===== src/rtl/yuv_mirror_unpack.sv =====
module yuv_mirror_unpack #(
  parameter int MAXW = 16,
  parameter int LW   = 8,
  localparam int WW  = $clog2(MAXW + 1),
  localparam int AW  = (MAXW > 1) ? $clog2(MAXW) : 1
) (
  input  logic          clk,
  input  logic          rst_n,
  input  logic          start,
  input  logic [5:0]    cfg_mode,
  input  logic [WW-1:0] cfg_words,
  input  logic [LW-1:0] cfg_lines,
  input  logic          in_valid,
  output logic          in_ready,
  input  logic [31:0]   in_data,
  output logic [LW-1:0] line_idx,
  output logic          pix_valid,
  input  logic          pix_ready,
  output logic [7:0]    pix_y,
  output logic [7:0]    pix_cb,
  output logic [7:0]    pix_cr,
  output logic          pix_last,
  output logic          busy,
  output logic          done
);
  typedef enum logic [1:0] {IDLE, FILL, DRAIN} st_t;

  st_t           st;
  logic [5:0]    mode_q;
  logic [WW-1:0] words_q, wcnt;
  logic [LW-1:0] lines_q, lcnt;
  logic          half, done_q;
  logic [31:0]   lbuf [MAXW];

  wire hm     = mode_q[0] ^ mode_q[2];
  wire vm     = mode_q[1] ^ mode_q[3];
  wire last_w = (wcnt == words_q - WW'(1));
  wire last_l = (lcnt == lines_q - LW'(1));
  wire in_hs  = in_valid && in_ready;
  wire px_hs  = pix_valid && pix_ready;

  wire [WW-1:0] rd_idx = hm ? (words_q - WW'(1) - wcnt) : wcnt;
  wire [31:0]   word   = lbuf[rd_idx[AW-1:0]];

  logic [7:0] y0, y1, cb, cr;
  always_comb begin
    unique case (mode_q[5:4])
      2'd0: {cr, y1, cb, y0} = word;
      2'd1: {cb, y1, cr, y0} = word;
      2'd2: {y1, cr, y0, cb} = word;
      default: {y1, cb, y0, cr} = word;
    endcase
  end

  assign in_ready  = (st == FILL);
  assign pix_valid = (st == DRAIN);
  assign pix_y     = (half ^ hm) ? y1 : y0;
  assign pix_cb    = cb;
  assign pix_cr    = cr;
  assign pix_last  = pix_valid && half && last_w && last_l;
  assign line_idx  = vm ? (lines_q - LW'(1) - lcnt) : lcnt;
  assign busy      = (st != IDLE);
  assign done      = done_q;

  always_ff @(posedge clk) begin
    if (in_hs) lbuf[wcnt[AW-1:0]] <= in_data;
  end

  always_ff @(posedge clk) begin
    if (!rst_n) begin
      st      <= IDLE;
      mode_q  <= '0;
      words_q <= '0;
      lines_q <= '0;
      wcnt    <= '0;
      lcnt    <= '0;
      half    <= 1'b0;
      done_q  <= 1'b0;
    end else begin
      unique case (st)
        IDLE: if (start) begin
          mode_q  <= cfg_mode;
          words_q <= cfg_words;
          lines_q <= cfg_lines;
          wcnt    <= '0;
          lcnt    <= '0;
          half    <= 1'b0;
          done_q  <= 1'b0;
          st      <= FILL;
        end
        FILL: if (in_hs) begin
          if (last_w) begin
            wcnt <= '0;
            st   <= DRAIN;
          end else begin
            wcnt <= wcnt + WW'(1);
          end
        end
        default: if (px_hs) begin
          half <= ~half;
          if (half) begin
            if (last_w) begin
              wcnt <= '0;
              if (last_l) begin
                st     <= IDLE;
                done_q <= 1'b1;
              end else begin
                lcnt <= lcnt + LW'(1);
                st   <= FILL;
              end
            end else begin
              wcnt <= wcnt + WW'(1);
            end
          end
        end
      endcase
    end
  end
endmodule



===== config.mk =====
export PLATFORM = sky130hd
export DESIGN_NAME = yuv_mirror_unpack
export DESIGN_NICKNAME = d
export VERILOG_FILES = /design/src/rtl/yuv_mirror_unpack.sv
export SDC_FILE = /design/constraint.sdc
export NUM_CORES = 1
export LEC_CHECK = 0
export BUFFER_PORTS_ARGS = -buffer_cell sky130_fd_sc_hd__buf_4
export CAP_MARGIN = 20
export CORE_UTILIZATION = 62
export CTS_CLUSTER_DIAMETER = 50
export DETAILED_ROUTE_END_ITERATION = 12
export PLACE_DENSITY_LB_ADDON = 0.3
export SLEW_MARGIN = 0
export SYNTH_ARGS = -nofsm -noshare
export SYNTH_HDL_FRONTEND = slang
export SYNTH_SLANG_ARGS = --single-unit
export TNS_END_PERCENT = 20

===== constraint.sdc =====
create_clock -name clk -period 4.2 [get_ports clk]
set_clock_uncertainty 0.1 [all_clocks]
set_input_delay 0.42 -clock clk [delete_from_list [all_inputs] [get_ports clk]]
set_output_delay 0.42 -clock clk [all_outputs]
set_load 0.01 [all_outputs]

==> impl_metrics.yaml <==
sta:
  finalWorstSetupSlack_ps: -58.7
  timing.slew.headroom_pct: 35.7
  final-max-slew-violation-count: 0
  setup_violations: 13
  hold_viol_final: 0
  final_period_minus_worst_setup_slack_ps: 4260
  rsz0062_at_grt: "true"
  worst_slew_pin_slew_ps: 962
  crit_share_post_route_pct: 101
  timing.hold.ws_ps: 16.9
  fmax_mhz: 235
clocking:
  clock_path_buffers: 3
  tritoncts: "built"
  insertion_delay_ps: 600
  tritoncts.num_buffers: 54
  clk_root_buffer_cell: "clkbuf_16"
  cts_sinks: 548
  clk_pin_slew_ps: 60
  h_tree_levels: 2
critical_path:
  worst-endpoint-arrival_ps: 3740
  worst-endpoint-required_ps: 3680
  worst_path_largest_cell_delay_ps: 490
  critPathCaptureType: "output port"
  crit_slowest_cell: "mux4_2"
  timing.critical_path.fanout_max: 14
  cell_chain_critical_path: "inv_2 -> ha_4 -> xor2_1 -> ha_1 -> xor2_1 -> nand2_2 -> o21ai_4 -> buf_12 -> buf_12 -> buf_4 -> a211oi_2 -> a311oi_1 -> a211oi_2 -> a21oi_4 -> mux4_2 -> buf_6"
  ws_path_type: "register to output port"
  startpoint_type: "register"
yosys:
  syn-num-nets: 1781
  synth_enable_flop_cells: 512
  synthArstFlopShare_pct: 0
  post-synth-top-area-fraction_pct: 66.8
  synth_commonest_cells: "edfxtp_1 (512), nand2_1 (326), a211oi_1 (160)"
  most_used_flip_flop_cell_after_synthesis: "edfxtp_1"
  syn_inst: 1706
  ys.warnings.count: 0
  combined_area_of_all_synthesized_cells_um2: 23000
  synthesis_stage_register_bit_count: 548
  yosysMostFrequentCell: "edfxtp_1"
  synth_top_cell_by_area: "edfxtp_1"
  synth.distinct_cells: 43
  syn-mean-instance-area_um2: 13.5
  netlist_top_cells_area: "edfxtp_1 (67%), nand2_1 (5.3%), a211oi_1 (5.2%), nor2b_1 (3.6%), dfxtp_1 (3.1%)"
  seq_area_frac_synth_pct: 69.9
drt:
  via_per_inst: 6.45
  detailed_routing_iteration_count_for_the_pre_antenna_repair_pass: 6
  dr.first_iter.drc_count: 1429
  detail_route.drc_violations: 0
  detail_route.wl_per_cell_um: 24.7
  wirelength_um: 58700
  routed-via-count: 15314
  drtAntennaViolNets: 0
outcome:
  violated_checks: "negative setup slack"
  result_of_the_run: "finished, violations left"
place:
  io_buffers: 92
  gp_congestion: 0.863
  post-place-ws_ps: 183
  hpwlAfterDp_um: 31200
  dpl-instance-area_um2: 24800
floorplan:
  die_w_um: 195
  fp.dieArea_um2: 37900
  num_io_pins: 93
  initial_core_util_pct: 62.9
  rows: 70
  core_um2: 36600
  chipHeight_um: 195
layout:
  syn2layout_area_growth_pct: 20.3
  utilization_pct: 75.6
  final_net_count: 1940
  design_area_um2: 27700
  layout-drive-gt1-share_pct: 22.4
  nFillCells: 2108
global_routing:
  grt_first_pass_wirelength_um: 86700
  track_usage_pct: 30.6
  first_global_vias: 15030
  grt_overflow: 0
  grt_max_degree: 60
  grt_antenna_before_repair: 4
flow_run:
  number_of_maximum_capacitance_constraint_violations: 0
hold_path:
  hp-class: "input pin to register"
power:
  power.ir.vdd_worst_uv: 305
  power.static_leakage_nw: 9.17
  power_density_nw_per_um2: 515
area by class of cell:
| type | count | area, um^2 | area share, % |
|---|---|---|---|
| Multi-Input combinational cell | 1017 | 7000 | 25.3 |
| Clock inverter | 24 | 205 | 0.741 |
| Clock buffer | 71 | 1470 | 5.30 |
| Timing Repair Buffer | 222 | 2240 | 8.10 |
| Tap cell | 468 | 586 | 2.12 |
| Antenna cell | 2 | 5.00 | 0.0181 |
| Sequential cell | 548 | 16100 | 58.2 |
| Inverter | 22 | 82.6 | 0.298 |
layer usage:
layer / GRT usage, % / vias to the layer above / part of all wire (%)
li1: - / 6808 / -
met1: 40.5 / 7544 / 39
met2: 49.8 / 802 / 48
met3: 5.47 / 154 / 8.9
met4: 14.3 / 6 / 4.3
met5: 0 / - / 0.058
layout by cell type, fill, tap and decap left out, types with 17 or more instances in the layout:
cell / count
nand2_1: 324
a31oi_1: 66
a311oi_1: 62
dfxtp_1: 33
edfxtp_1: 512
inv_1: 20
a21oi_2: 20
buf_12: 27
a211oi_1: 88
a211oi_2: 69
nor2_1: 25
mux4_2: 24
a21oi_1: 73
xnor2_1: 17
buf_4: 152
clkbuf_16: 57
dlygate4sd3_1: 23
nor2b_1: 131
per-stage QoR:
step,cells,power [mW],TNS [ps]
after floorplan,1706,8.04,0
after global placement,2219,9.11,0
after detailed placement,2219,9.21,0
after CTS,2360,14.0,-278
after global routing,2372,14.7,-3070
final,2374,14.3,-338
worst max-delay path: cells and delay by family, from the launching register on:
family                   cells  cell delay (ps)
AO/OA/AOI/OAI                5              740
XOR/XNOR                     2              320
adder cells (fa/ha/maj)      2              480
buffers and inverters        5              680
flip-flops                   1              350
multiplexers                 1              490
AND/OR/NAND/NOR              1               90
worst paths after layout:
check	from	endpoint	slack [ps]	cells past startpoint
max	words_q[0]	pix_cr[5]	-60	16
min	in_data[3]	lbuf[5][3]	20	1
min reg2reg	mode_q[4]	mode_q[4]	350	2
max reg2reg	lines_q[0]	lcnt[6]	1230	8
cells by family after synthesis:
| logic type | after synthesis | synth area share (%) |
|---|---|---|
| compound gates | 405 | 12.0 |
| xor+xnor | 31 | 1.32 |
| fa+ha+maj | 19 | 1.10 |
| buf+inv | 143 | 2.64 |
| flops | 548 | 69.9 |
| mux | 27 | 2.50 |
| simple gates | 533 | 10.5 |
sequential cells by signal (all words and copies together) (netlist names):
register  flops
done          1
st            2
words_q       5
lines_q       8
half          1
lbuf        512
lcnt          8
wcnt          5
mode_q        6
report_power, final:
part | internal, mW | total [mW] | switching, mW | leakage [nW]
Clock | 2.59 | 4.60 | 2.01 | 0.805
Combinational | 1.50 | 3.60 | 2.11 | 3.46
Sequential | 6.02 | 6.05 | 0.0349 | 4.90
Total | 10.1 | 14.3 | 4.15 | 9.17
timing repair:
| item | CTS | global route |
|---|---|---|
| resized for setup | 68 | 62 |
| pin swaps | 22 | 28 |
| hold buffers | 23 | 0 |
| endpoints found under the hold margin | 58 | 0 |
| setup endpoints to repair | 24 | 24 |
| setup buffers | 18 | 11 |
| gates cloned | 5 | 2 |
No activity file was read; power rests on OpenSTA's default activity.
